File: src/rtl/scan_flush_pkg.sv
package scan_flush_pkg;
  typedef enum logic [1:0] {
    SF_IDLE = 2'd0,
    SF_RUN  = 2'd1,
    SF_DONE = 2'd2
  } sf_state_e;

  // Toggle core, bit 0 driven first: 0,0,1,1
  localparam int unsigned    CORE_LEN     = 4;
  localparam int unsigned    CORE_IW      = $clog2(CORE_LEN);
  localparam logic [CORE_LEN-1:0] CORE_PATTERN = 4'b1100;
  // Flush bit after the core; must be 0 so the 1,1 pair ends on a fall
  localparam logic           PAD_BIT      = 1'b0;
endpackage

File: src/rtl/sf_reset_sync.sv
module sf_reset_sync (
  input  logic clk,
  input  logic rst_n,
  output logic rst_n_sync_o
);
  logic [1:0] sync_q;

  always_ff @(posedge clk or negedge rst_n) begin
    if (!rst_n) begin
      sync_q <= 2'b00;
    end else begin
      sync_q <= {sync_q[0], 1'b1};
    end
  end

  assign rst_n_sync_o = sync_q[1];
endmodule

File: src/rtl/sf_sequencer.sv
module sf_sequencer
  import scan_flush_pkg::*;
#(
  parameter int unsigned CHAIN_LEN = 8,
  parameter int unsigned STEP_W    = 4
) (
  input  logic              clk,
  input  logic              rst_n,
  input  logic              start_i,
  output logic              busy_o,
  output logic              launch_o,
  output logic              finish_o,
  output logic              cmp_en_o,
  output logic [STEP_W-1:0] step_o
);
  localparam int unsigned     TOTAL     = CHAIN_LEN + CORE_LEN;
  localparam logic [STEP_W-1:0] LAST_STEP = STEP_W'(TOTAL - 1);
  localparam logic [STEP_W-1:0] WIN_START = STEP_W'(CHAIN_LEN);

  sf_state_e         state_q, state_d;
  logic [STEP_W-1:0] step_q, step_d;
  logic              running;
  logic              at_last;

  assign running  = (state_q == SF_RUN);
  assign at_last  = (step_q == LAST_STEP);
  assign launch_o = start_i && !running;

  // next-state process
  always_comb begin
    state_d = state_q;
    step_d  = step_q;
    case (state_q)
      SF_IDLE, SF_DONE: begin
        if (start_i) begin
          state_d = SF_RUN;
          step_d  = '0;
        end
      end
      SF_RUN: begin
        if (at_last) begin
          state_d = SF_DONE;
          step_d  = '0;
        end else begin
          step_d  = step_q + 1'b1;
        end
      end
      default: begin
        state_d = SF_IDLE;
        step_d  = '0;
      end
    endcase
  end

  // register process
  always_ff @(posedge clk or negedge rst_n) begin
    if (!rst_n) begin
      state_q <= SF_IDLE;
      step_q  <= '0;
    end else begin
      state_q <= state_d;
      step_q  <= step_d;
    end
  end

  assign busy_o   = running;
  assign finish_o = running && at_last;
  assign cmp_en_o = running && (step_q >= WIN_START);
  assign step_o   = step_q;
endmodule

File: src/rtl/sf_pattern.sv
module sf_pattern
  import scan_flush_pkg::*;
#(
  parameter int unsigned STEP_W = 4
) (
  input  logic              active_i,
  input  logic [STEP_W-1:0] step_i,
  output logic              bit_o
);
  localparam logic [STEP_W-1:0] CORE_END = STEP_W'(CORE_LEN);

  logic in_core;
  logic core_bit;

  assign in_core  = (step_i < CORE_END);
  assign core_bit = CORE_PATTERN[step_i[CORE_IW-1:0]];

  always_comb begin
    if (!active_i) begin
      bit_o = 1'b0;
    end else if (in_core) begin
      bit_o = core_bit;
    end else begin
      bit_o = PAD_BIT;
    end
  end
endmodule

File: src/rtl/sf_ref_delay.sv
module sf_ref_delay #(
  parameter int unsigned DEPTH = 8
) (
  input  logic clk,
  input  logic rst_n,
  input  logic shift_en_i,
  input  logic din_i,
  output logic dout_o
);
  logic [DEPTH-1:0] stage_q, stage_d;

  for (genvar g = 0; g < DEPTH; g++) begin : g_stage
    if (g == 0) begin : g_head
      assign stage_d[g] = din_i;
    end else begin : g_body
      assign stage_d[g] = stage_q[g-1];
    end
  end

  always_ff @(posedge clk or negedge rst_n) begin
    if (!rst_n) begin
      stage_q <= '0;
    end else if (shift_en_i) begin
      stage_q <= stage_d;
    end
  end

  assign dout_o = stage_q[DEPTH-1];
endmodule

File: src/rtl/sf_verdict.sv
module sf_verdict (
  input  logic clk,
  input  logic rst_n,
  input  logic clear_i,
  input  logic finish_i,
  input  logic cmp_en_i,
  input  logic observed_i,
  input  logic expected_i,
  output logic done_o,
  output logic fail_o,
  output logic pass_o
);
  logic done_q, done_d;
  logic fail_q, fail_d;
  logic mismatch;

  assign mismatch = cmp_en_i && (observed_i != expected_i);

  always_comb begin
    done_d = done_q;
    fail_d = fail_q;
    if (clear_i) begin
      done_d = 1'b0;
      fail_d = 1'b0;
    end else begin
      if (mismatch) fail_d = 1'b1;
      if (finish_i) done_d = 1'b1;
    end
  end

  always_ff @(posedge clk or negedge rst_n) begin
    if (!rst_n) begin
      done_q <= 1'b0;
      fail_q <= 1'b0;
    end else begin
      done_q <= done_d;
      fail_q <= fail_d;
    end
  end

  assign done_o = done_q;
  assign fail_o = fail_q;
  assign pass_o = done_q && !fail_q;
endmodule

File: src/rtl/scan_flush_tester.sv
module scan_flush_tester
  import scan_flush_pkg::*;
#(
  parameter int unsigned CHAIN_LEN = 8
) (
  input  logic clk,
  input  logic rst_n,
  input  logic start_i,
  input  logic scan_out_i,
  output logic busy_o,
  output logic done_o,
  output logic pass_o,
  output logic fail_o,
  output logic scan_in_o,
  output logic func_sel_o
);
  localparam int unsigned STEP_W = $clog2(CHAIN_LEN + CORE_LEN + 1);

  logic              rst_n_int;
  logic              busy;
  logic              launch;
  logic              finish;
  logic              cmp_en;
  logic [STEP_W-1:0] step;
  logic              drive_bit;
  logic              expect_bit;

  sf_reset_sync u_rst (
    .clk          (clk),
    .rst_n        (rst_n),
    .rst_n_sync_o (rst_n_int)
  );

  sf_sequencer #(
    .CHAIN_LEN (CHAIN_LEN),
    .STEP_W    (STEP_W)
  ) u_seq (
    .clk      (clk),
    .rst_n    (rst_n_int),
    .start_i  (start_i),
    .busy_o   (busy),
    .launch_o (launch),
    .finish_o (finish),
    .cmp_en_o (cmp_en),
    .step_o   (step)
  );

  sf_pattern #(
    .STEP_W (STEP_W)
  ) u_pat (
    .active_i (busy),
    .step_i   (step),
    .bit_o    (drive_bit)
  );

  sf_ref_delay #(
    .DEPTH (CHAIN_LEN)
  ) u_ref (
    .clk        (clk),
    .rst_n      (rst_n_int),
    .shift_en_i (busy),
    .din_i      (drive_bit),
    .dout_o     (expect_bit)
  );

  sf_verdict u_ver (
    .clk        (clk),
    .rst_n      (rst_n_int),
    .clear_i    (launch),
    .finish_i   (finish),
    .cmp_en_i   (cmp_en),
    .observed_i (scan_out_i),
    .expected_i (expect_bit),
    .done_o     (done_o),
    .fail_o     (fail_o),
    .pass_o     (pass_o)
  );

  assign busy_o     = busy;
  assign scan_in_o  = drive_bit;
  assign func_sel_o = !busy;
endmodule

File: config.mk
export PLATFORM = sky130hd
export DESIGN_NAME = scan_flush_tester
export DESIGN_NICKNAME = d
export VERILOG_FILES = /design/src/rtl/scan_flush_pkg.sv /design/src/rtl/sf_reset_sync.sv /design/src/rtl/sf_sequencer.sv /design/src/rtl/sf_pattern.sv /design/src/rtl/sf_ref_delay.sv /design/src/rtl/sf_verdict.sv /design/src/rtl/scan_flush_tester.sv
export SDC_FILE = /design/constraint.sdc
export NUM_CORES = 1
export LEC_CHECK = 0
export BUFFER_PORTS_ARGS = -buffer_cell sky130_fd_sc_hd__buf_2
export CELL_PAD_IN_SITES_DETAIL_PLACEMENT = 0
export CELL_PAD_IN_SITES_GLOBAL_PLACEMENT = 1
export CORE_ASPECT_RATIO = 0.9
export CORE_MARGIN = 5
export CORE_UTILIZATION = 45
export CTS_CLUSTER_DIAMETER = 200
export DETAILED_ROUTE_END_ITERATION = 12
export GPL_ROUTABILITY_DRIVEN = 0
export PLACE_DENSITY_LB_ADDON = 0.25
export SYNTH_ARGS = -nofsm -noshare
export SYNTH_HDL_FRONTEND = slang
export SYNTH_SLANG_ARGS = --single-unit
File: constraint.sdc
create_clock -name clk -period 2.4 [get_ports clk]
set_input_delay 0.24 -clock clk [delete_from_list [all_inputs] [get_ports clk]]
set_output_delay 0.24 -clock clk [all_outputs]
set_load 0.01 [all_outputs]
# ---- Word-level counts from Yosys, hierarchy flattened
# Index checks and enable logic that the tools add are counted.
dict set report op_classes {
  addsub 1
  magnitude_cmp 3
  eq_ne 6
  muxes 14
  reduce_logical 12
}
# cell n
set op_table {}
lappend op_table {{two-way mux 4 bit} 2}
lappend op_table {{one-hot mux 4 bit (2 select lines)} 1}
lappend op_table {{two-way mux 1 bit} 7}
lappend op_table {{logical AND 1 bit} 5}
lappend op_table {{adder 4 x 1 -> 4 bit, second input constant} 1}
lappend op_table {{equality test 4 bit, second input constant} 1}
lappend op_table {{greater-or-equal comparator 4 bit, second input constant} 1}
lappend op_table {{< comparator 4 x 3 -> 1 bit, second input constant} 1}
lappend op_table {{two-way mux 2 bit} 2}
lappend op_table {{inequality test 2 bit, second input constant} 2}
lappend op_table {{one-hot mux 2 bit (2 select lines)} 1}
lappend op_table {{nonzero test 2 bit} 2}
lappend op_table {{< comparator 2 x 3 -> 1 bit, second input constant} 1}
lappend op_table {{binary-select mux 1 bit (select 2 bit)} 1}
lappend op_table {{equality test 2 x 1 -> 1 bit, second input constant} 1}
lappend op_table {{equality test 2 bit, second input constant} 1}
lappend op_table {{logical NOT 1 bit} 2}
lappend op_table {{logical NOT 2 bit} 1}
lappend op_table {{AND reduction 2 bit} 1}
lappend op_table {{OR reduction 2 bit} 1}
lappend op_table {{inequality test 1 bit} 1}
dict set report totals {
  register_bits 18
  in_bits 4
  word_cells 42
}

# ---- Longest topological paths before layout
# Gate-level depths: netlist (run 1).
dict set report depth {
  word_depth 5
  depth_mapped 5
  mapped_depth_nobuf 4
}

# ---- Modules after synthesis
# A second synthesis (run 1) with hierarchy kept.
dict set report unflattened {
  cells_unflattened 64
  hier_area_um2 813.3
}
# module instances cells_each area_each_um2 seq_area_each_um2
set modules_own_cells {}
lappend modules_own_cells {sf_ref_delay 1 17 331.6 200.2}
lappend modules_own_cells {sf_sequencer 1 33 322.8 150.1}
lappend modules_own_cells {sf_verdict 1 9 88.8 50.0}
lappend modules_own_cells {sf_reset_sync 1 3 53.8 50.0}
lappend modules_own_cells {sf_pattern 1 1 12.5 0.0}
lappend modules_own_cells {scan_flush_tester 1 1 3.8 0.0}

# ---- Least setup slack after synthesis (run 1)
# OpenSTA, ideal clock, no wires.
dict set report synth_timing {
  path_kind {register to output}
  from {register u_seq.step_q[1], in the netlist u_seq.step_o[1]}
  to {output port scan_in_o}
  t_arrival_ns 0.823
  required_ns 2.160
  setup_slack_ns 1.337
  path_stages_with_launch 3
  cell_sequence {dfrtp_1 -> inv_1 -> nor4_2}
}
dict set report synth_via {
  elab_chain_len 4
  word_cells_on_any_way 5
  classes_between {order compare (1); mux (4)}
}
# element line
set synth_lines {}
lappend synth_lines {{from (decl)} sf_sequencer.sv:21} ;# logic [STEP_W-1:0] step_q, step_d;
lappend synth_lines {{from (signal assigned)} sf_sequencer.sv:62} ;# step_q <= step_d;
lappend synth_lines {{parallel branches: the longest is 2 deep, another holds < comparator 4 x 3 -> 1 bit} -}
lappend synth_lines {{two-way mux 1 bit (*)} sf_pattern.sv:21} ;# end else if (in_core) begin
lappend synth_lines {{two-way mux 1 bit (*)} sf_pattern.sv:19} ;# if (!active_i) begin
lappend synth_lines {{to (decl)} scan_flush_tester.sv:14} ;# output logic scan_in_o,
# Every way passes the cells marked *. The select of a mux whose other input is x is not followed.

# ---- Worst setup path after layout (run 1)
dict set report layout_timing {
  from {register u_seq.state_q[1]}
  to {output port scan_in_o}
}
dict set report layout_via {
  elab_chain_len 2
}
# element line
set layout_lines {}
lappend layout_lines {{from (decl)} sf_sequencer.sv:20} ;# sf_state_e state_q, state_d;
lappend layout_lines {{from (signal assigned)} sf_sequencer.sv:61} ;# state_q <= state_d;
lappend layout_lines {{equality test 2 x 1 -> 1 bit} sf_sequencer.sv:25} ;# assign running = (state_q == SF_RUN);
lappend layout_lines {{two-way mux 1 bit} sf_pattern.sv:19}
# Every way passes these cells.

==> results.cfg, run 1 <==
[run_status]
status = finished, final reports clean

[worst_setup_path]
arrival_ns = 1.35
path_class = reg -> out
slowest_delay_ns = 0.41
crit_path_max_fanout = 15
reg2regPathDepth = 4
end_kind = primary output
cp.required_ns = 2.16
crit_chain = nand2b_4 > nor4_2 > buf_2
cp-start-kind = flip-flop
r2r_start = u_seq.step_o[0]$_DFFE_PN0P_
critPathSlowestCell = dfrtp_1
worst-r2r-setup-slack_ns = 1.25
reg2reg_to = u_seq.state_q[1]$_DFFE_PN0P_

[synth]
synth.avg_cell_area_um2 = 10.8
ys_ff_latch = 18
syn_area_um2 = 800
synth_most_common_cell = nand2_1
synthAdderAreaFrac_pct = 3.13
synth_top_cell_by_area = dfrtp_1
ys.flop_type = dfrtp_1
synth_cell_type_count = 28
synth.area.mux_share_pct = 0
yosysSeqAreaShare_pct = 56.3
synth_compound_area_share_pct = 10.6
synth.area.top_cells = dfrtp_1 (56%), nand2_1 (11%), a21o_1 (3.8%)
syn_inst = 74
synthArstFlopShare_pct = 100
synthSimpleGateAreaFrac_pct = 21.4
synth_top_family_by_area = simple AND/OR/NAND/NOR gates
syn_nets = 80
synth_xor_area_share_pct = 1.10
synth_warnings = 0
synth-edff-count = 0
synth_top_area_share_pct = 56.3
synth_commonest_cells = nand2_1 (23), dfrtp_1 (18), a21o_1 (4), inv_1 (4), ha_1 (2)

[min_path]
min_to = u_seq.state_q[0]$_DFFE_PN0P_
worstHoldPathCells = 3
min_from = start_i
hold_path_class = in -> reg

[layout]
area_delta_synth_final_pct = 9.55
diodes = 0
final_cell_area_um2 = 876
fill_cells = 157
drive_gt1_share_pct = 23.5
fin_nets = 93

[timing]
fin_crit_sh_pct = 66.1
slew_headroom_pct = 57.4
max_freq_mhz = 631
hold_violations = 0
max_slew.worst_pin.slew_ns = 0.639
fin_crit_ns = 1.59
rsz0062_at_grt = false
setup_viol = 0
fin_ws_ns = 0.814
finClkSkew_ns = 0.0105
setup_tns_ns = 0
final_max_slew_viol_count = 0

[placed_design]
dpl-instance-area_um2 = 843
place_hpwl_um = 927
dp_slack_ns = 1.14
portBuffers = 9

[clock_network]
root_buffer = clkbuf_4
clock_path_buffers = 2
clk_latency_ns = 0.29
cts_made_buffers = 3
cts_resized = 0
cts_tree = built
htreeDepth = 1
cts_sinks = 18
path_clk_slew_ns = 0.10

[global_routing]
grt_start_max_net_pins = 17
grt_use_total_pct = 11.6
grt-ovfl-total = 0
grt_pass1_wl_mm = 2.25
grt_pass1_vias = 499
grt_antenna_before_repair = 0

[floorplanning]
dieHeight_um = 50.0
fp.dieW_um = 54.4
initial_core_util_pct = 47.5
die-area_um2 = 2720
ios = 10
row_count = 14
core_area_um2 = 1680

[drt]
drt_wl_total_mm = 1.30
postRouteAntennaNets = 0
via_count = 530
firstDrtPassIters = 4
viasPerCell = 4.86
drc = 0
drt_iter0_markers = 8
post_drt_wl_per_cell_um = 11.9

[job]
max_cap_violations = 0

[power_and_ir_drop]
p_per_area_nw_per_um2 = 1180
p_leak_nw = 0.477
vdd_drop_max_mv = 0.553
worst max-delay path by stage:
| stage | start | endpoint | slack (ns) | cells after the start |
|---|---|---|---|---|
| final | u_seq.state_q[1]$_DFFE_PN0P_ | scan_in_o | 0.81 | 3 |
| after global routing | u_seq.state_q[1]$_DFFE_PN0P_ | scan_in_o | 0.72 | 3 |
| after CTS | u_seq.state_q[1]$_DFFE_PN0P_ | scan_in_o | 0.80 | 3 |
| after detailed placement | u_seq.state_q[1]$_DFFE_PN0P_ | scan_in_o | 1.14 | 3 |
| after global placement | u_seq.state_q[1]$_DFFE_PN0P_ | scan_in_o | 1.18 | 3 |
| after floorplan | u_seq.step_o[1]$_DFFE_PN0P_ | scan_in_o | 1.34 | 2 |
metal layers:
metal  wire length, µm  track usage [%]  share of wire [%]
met3                93             6.33                7.2
met1               622             15.8                 48
met2               582             16.1                 45
met5                 0                0                  0
met4                 0             2.49                  0
timing repair:
item | in CTS | in global routing
buffers inserted | 0 | 0
hold buffers | 1 | 0
endpoints found under the hold margin | 2 | 0
setup endpoints to repair | 0 | 0
power breakdown:
group	total [W]	switching (W)	internal, W
Combinational	0.000388	0.000216	0.000172
Sequential	0.000496	0.0000878	0.000408
Clock	0.000147	0.0000887	0.0000584
state kept, by name (all words and copies together), names as in the netlist:
| register | cells |
|---|---|
| u_ver.done_o | 1 |
| u_rst.sync_q | 2 |
| u_seq.step_o | 4 |
| u_seq.state_q | 2 |
| u_ver.fail_o | 1 |
| u_ref.stage_q | 8 |
cell families after synthesis:
kind of cell / after synthesis
other cells: 1
xor+xnor: 1
fa+ha+maj: 2
flops: 18
buf+inv: 7
simple gates: 34
compound gates: 11
cells in the final DEF, fill, tap and decap left out, types with 2 or more instances in the layout:
master	n
buf_2	9
a21o_1	4
ha_1	2
nand2_1	23
dfrtp_1	18
clkbuf_4	3
inv_1	4
worst max-delay path: cells and delay by family (launching register included):
| kind | cells | cell delay [ns] |
|---|---|---|
| and+or+nand+nor | 2 | 0.45 |
| buffers and inverters | 1 | 0.19 |
| DFF | 1 | 0.41 |
stage by stage:
| step | utilization, % | hold slack, ns | total power [W] | cells |
|---|---|---|---|---|
| 5_1_grt | 52.1 | 0.212 | 0.00112 | 109 |
| 2_1_floorplan | - | -0.0556 | 0.000823 | 74 |
| 3_5_place_dp | 50.1 | 0.0299 | 0.000891 | 105 |
| 6_report | 52.1 | 0.205 | 0.00103 | 109 |
| 3_3_place_gp | 50.1 | 0.0275 | 0.000887 | 105 |
| 4_1_cts | 52.1 | 0.197 | 0.00104 | 109 |
area by class of cell:
cell class	count	area, µm²	share of cell area (%)
sequential	18	450	51.4
multi-input combinational	49	294	33.6
timing repair buffer	10	55.1	6.29
tap	24	30.0	3.43
inverter	5	23.8	2.71
clock buffer	3	22.5	2.57
Power figures use the tool's default switching activity.
==> inputs of run 2 (changes only) <==
- CORE_UTILIZATION: 45 -> 42
- clock period: 2.4 -> 1.6 ns (I/O delays scaled with it)
==> run 2 against run 1 <==
  * Power increased by 48%
  * Via count rose by 0.19%
  * Global-route usage shrank 1.7 points
  * Sequential share of layout area shrank 0.073 points
  * Critical path depth is the same
  * Sequential power is 50% higher
  * Largest cell class unchanged
  * Critical endpoint unchanged
  * Sequential cell count did not move
  * Highest routed layer is now met4
  * Final area is 0.14% higher
  * Clock skew is 0.0062 ns lower
==> results.cfg, run 2 (synthesis gave the netlist of run 1 again) <==
[global_routing]
grt-ovfl-total = 0
grt_pass1_vias = 498
grt_use_total_pct = 9.91
grt_antenna_before_repair = 0
grt_start_max_net_pins = 17
grt_pass1_wl_mm = 2.20

[worst_setup_path]
critPathSlowestCell = dfrtp_1
cp.required_ns = 1.44
crit_chain = nand2b_4 > nor4_2 > buf_2
path_buf_inv = 1
worst-r2r-setup-slack_ns = 0.45
cp-start-kind = flip-flop
reg2regPathDepth = 4
slowest_delay_ns = 0.39
arrival_ns = 1.29
r2r_start = u_seq.step_o[0]$_DFFE_PN0P_
end_kind = primary output
path_class = reg -> out
cp_top_family = simple AND/OR/NAND/NOR gates
reg2reg_to = u_seq.step_o[2]$_DFFE_PN0P_
crit_path_max_fanout = 15

[timing]
hold_ws_ns = 0.140
max_freq_mhz = 690
slew_headroom_pct = 57.1
finClkSkew_ns = 0.00425
max_slew.worst_pin.slew_ns = 0.644
hold_violations = 0
rsz0062_at_grt = false
fin_crit_sh_pct = 90.5
fin_crit_ns = 1.45
setup_tns_ns = 0
setup_viol = 0
final_max_slew_viol_count = 0

[floorplanning]
dieHeight_um = 51.4
core_area_um2 = 1860
fp.dieW_um = 56.0
die-area_um2 = 2880
row_count = 15
initial_core_util_pct = 43.0
ios = 10

[clock_network]
postCtsSetupRepairBufs = 0
path_clk_slew_ns = 0.10
cts_sinks = 18
clk_latency_ns = 0.28
clock_path_buffers = 2
cts_tree = built
cts_resized = 0
root_buffer = clkbuf_4
cts_made_buffers = 3
htreeDepth = 1
hold_buffers = 1

[layout]
layout_commonest_cell = nand2_1
area_delta_synth_final_pct = 9.70
final_cell_mix = nand2_1 (23), dfrtp_1 (18), buf_2 (9)
fin_nets = 93
fill_cells = 182
regMostFlops = u_ref.stage_q
drive_gt1_share_pct = 23.5
largest_register_ffs = 8
diodes = 0

[drt]
drt_iter0_markers = 22
firstDrtPassIters = 4
postRouteAntennaNets = 0
drt_wl_total_mm = 1.23
viasPerCell = 4.83
drc = 0
via_count = 531
post_drt_wl_per_cell_um = 11.2

[min_path]
worstHoldPathCells = 3
hold_path_class = in -> reg
min_from = start_i
min_to = u_seq.state_q[0]$_DFFE_PN0P_

[placed_design]
place_hpwl_um = 878
portBuffers = 9

[power_and_ir_drop]
p_per_area_nw_per_um2 = 1740
p_leak_nw = 0.477
vdd_drop_max_mv = 0.833

[job]
max_cap_violations = 0

[run_status]
status = finished, final reports clean
run 2: tightest hold or removal path, cell delays in order:
cell and delay [ns]:
buf_2 0.12, inv_1 0.05, o21ai_0 0.06
run 2: per-stage QoR:
step                cell area [µm²]  cells  util, %  total power (W)  setup WS [ns]
floorplan                       800     74        -          0.00123          0.554
global placement                845    106     45.5          0.00132          0.459
detailed placement              845    106     45.5          0.00133          0.453
CTS                             877    110     47.2          0.00156          0.120
global route                    877    110     47.2          0.00167         0.0643
finish                          877    110     47.2          0.00153          0.152
run 2: report_power, final:
group          switching, W  total, W  internal [W]  leakage [nW]
clock network      0.000125  0.000212     0.0000872        0.0138
registers          0.000131  0.000743      0.000613         0.228
logic              0.000314  0.000572      0.000258         0.235
total              0.000569   0.00153      0.000958         0.477
run 2: per-layer routing:
metal,part of all wire [%],vias up,GRT usage [%]
met5,0,-,0
met4,0.73,0,3.56
met3,3.5,2,3.03
met2,45,6,14.8
met1,51,260,13.6
li1,-,263,-
run 2: final cells by class:
| cell class | instances | area [µm²] | area share, % |
|---|---|---|---|
| sequential | 18 | 450 | 51.4 |
| multi-input combinational | 49 | 294 | 33.5 |
| timing repair buffer | 10 | 55.1 | 6.28 |
| tap | 25 | 31.3 | 3.57 |
| inverter | 5 | 23.8 | 2.71 |
| clock buffer | 3 | 22.5 | 2.57 |
run 2: worst max path at each step:
stage                                         to                    startpoint  slack [ns]  depth (start not counted)
floorplan           u_seq.state_q[1]$_DFFE_PN0P_   u_seq.step_o[0]$_DFFE_PN0P_        0.55                          4
global placement                       scan_in_o  u_seq.state_q[1]$_DFFE_PN0P_        0.46                          3
detailed placement                     scan_in_o  u_seq.state_q[1]$_DFFE_PN0P_        0.45                          3
CTS                                    scan_in_o  u_seq.state_q[1]$_DFFE_PN0P_        0.12                          3
global route                           scan_in_o  u_seq.state_q[0]$_DFFE_PN0P_        0.06                          3
finish                                 scan_in_o  u_seq.state_q[1]$_DFFE_PN0P_        0.15                          3
==> inputs of run 3 (changes only) <==
- CTS_CLUSTER_SIZE: default -> 24
- GPL_TIMING_DRIVEN: default -> 0
- PLACE_DENSITY: default -> 0.73
- PLACE_DENSITY_LB_ADDON: 0.25 -> default
==> run 3 against run 2 <==
  * Highest routed layer unchanged
  * Largest cell class unchanged
  * Die area stayed put
  * Via count down 0.56%
  * Critical path depth did not move
  * Final cell count increased by 2.7%
  * Clock power is 28% higher
  * Sequential power is essentially flat
  * Critical path type unchanged
  * Sequential cell count is the same
==> results.cfg, run 3 (synthesis gave the netlist of run 1 again) <==
[worst_setup_path]
slowest_delay_ns = 0.41
cp-startpoint = u_seq.step_o[1]$_DFFE_PN0P_
end_kind = primary output
worst-r2r-setup-slack_ns = 0.48
arrival_ns = 1.30
cp.required_ns = 1.44
cp-start-kind = flip-flop
critPathSlowestCell = dfrtp_1
crit_end = scan_in_o
cp_top_family = flip-flops
crit_chain = inv_1 > nor4_2 > buf_2
reg2regPathDepth = 4
path_class = reg -> out
path_buf_inv = 2
crit_path_max_fanout = 4
r2r_start = u_seq.step_o[0]$_DFFE_PN0P_
reg2reg_to = u_seq.step_o[2]$_DFFE_PN0P_
crit_cells = 3

[job]
max_cap_violations = 0

[floorplanning]
row_count = 15
initial_core_util_pct = 43.0
fp.dieW_um = 56.0
die-area_um2 = 2880
ios = 10
dieHeight_um = 51.4
core_area_um2 = 1860

[run_status]
status = finished, final reports clean

[placed_design]
place_hpwl_um = 904
portBuffers = 9
dp_slack_ns = 0.466
place_inst = 108

[layout]
diodes = 0
fin_nets = 95
largest_register_ffs = 8
fin_cells = 113
fill_cells = 173
regMostFlops = u_ref.stage_q
multi_input_area_um2 = 294
final_cell_mix = nand2_1 (23), dfrtp_1 (18), buf_2 (9)
register_area_um2 = 450
layout_commonest_cell = nand2_1
area_delta_synth_final_pct = 15.3
drive_gt1_share_pct = 26.1

[timing]
fin_ws_ns = 0.141
slew_headroom_pct = 57.7
finClkSkew_ns = 0.000440
setup_tns_ns = 0
rsz0062_at_grt = false
max_freq_mhz = 685
final_max_slew_viol_count = 0
setup_viol = 0
hold_violations = 0
fin_crit_ns = 1.46
fin_crit_sh_pct = 91.2
max_slew.worst_pin.slew_ns = 0.634

[drt]
drt_iter0_markers = 5
viasPerCell = 4.67
via_count = 528
postRouteAntennaNets = 0
post_drt_wl_per_cell_um = 10.9
drc = 0
firstDrtPassIters = 4
drt_wl_total_mm = 1.23

[clock_network]
clock_path_buffers = 2
cts_sinks = 18
cts_tree = built
root_buffer = clkbuf_4
cts_made_buffers = 3
path_clk_slew_ns = 0.10
cts_resized = 0
clk_latency_ns = 0.29
htreeDepth = 1

[min_path]
hold_path_class = in -> reg
worstHoldPathCells = 3

[global_routing]
grt-ovfl-total = 0
grt_antenna_before_repair = 0
grt_pass1_wl_mm = 2.35
grt_start_max_net_pins = 17
grt_pass1_vias = 528
grt_use_total_pct = 10.8

[power_and_ir_drop]
p_per_area_nw_per_um2 = 1790
p_leak_nw = 0.500
vdd_drop_max_mv = 0.710
run 3: layer usage:
layer	vias to the layer above	wire length (µm)	global-route usage, %
met5	-	0	0
met4	0	32	7.11
met3	4	34	3.28
met2	5	557	15.6
met1	252	604	13.9
li1	267	-	-
run 3: area by class of cell:
| type | instances | share of cell area [%] |
|---|---|---|
| flip-flops and latches | 18 | 48.8 |
| clock buffers | 4 | 3.93 |
| multi-input cells | 49 | 31.9 |
| inverters | 5 | 2.58 |
| well taps | 25 | 3.39 |
| repair buffers | 10 | 5.97 |
| plain buffers | 2 | 3.39 |
run 3: how the worst min path moves through the flow:
stage	startpoint	end	slack (ns)
6_report	start_i	u_seq.state_q[0]$_DFFE_PN0P_	0.14
5_1_grt	start_i	u_seq.state_q[0]$_DFFE_PN0P_	0.14
4_1_cts	start_i	u_seq.state_q[0]$_DFFE_PN0P_	0.13
3_5_place_dp	rst_n	u_rst.sync_q[0]$_DFF_PN0_	-0.05
3_3_place_gp	rst_n	u_rst.sync_q[1]$_DFF_PN0_	-0.06
2_1_floorplan	rst_n	u_rst.sync_q[0]$_DFF_PN0_	-0.14
run 3: tightest hold or removal path: cells and delay by family:
kind / cells / cell delay [ns]
AO/OA/AOI/OAI: 1 / 0.07
buffers and inverters: 2 / 0.16
run 3: stage by stage:
step	hold WS, ns	area [µm²]	total power (W)	utilization [%]
2_1_floorplan	-0.136	800	0.00123	-
3_3_place_gp	-0.0558	876	0.00139	47.1
4_1_cts	0.128	922	0.00168	49.6
3_5_place_dp	-0.0542	876	0.00141	47.1
5_1_grt	0.135	922	0.00181	49.6
6_report	0.141	922	0.00166	49.6
run 3: power by group:
part	switching (W)	total, W	internal, W
combinational	0.000330	0.000642	0.000313
sequential	0.000129	0.000741	0.000613
clock	0.000133	0.000272	0.000139
run 3: timing repair:
action | CTS | global route
buffers inserted | 0 | 0
hold endpoints to repair | 2 | 0
setup endpoints to repair | 0 | 0
hold buffers | 1 | 0
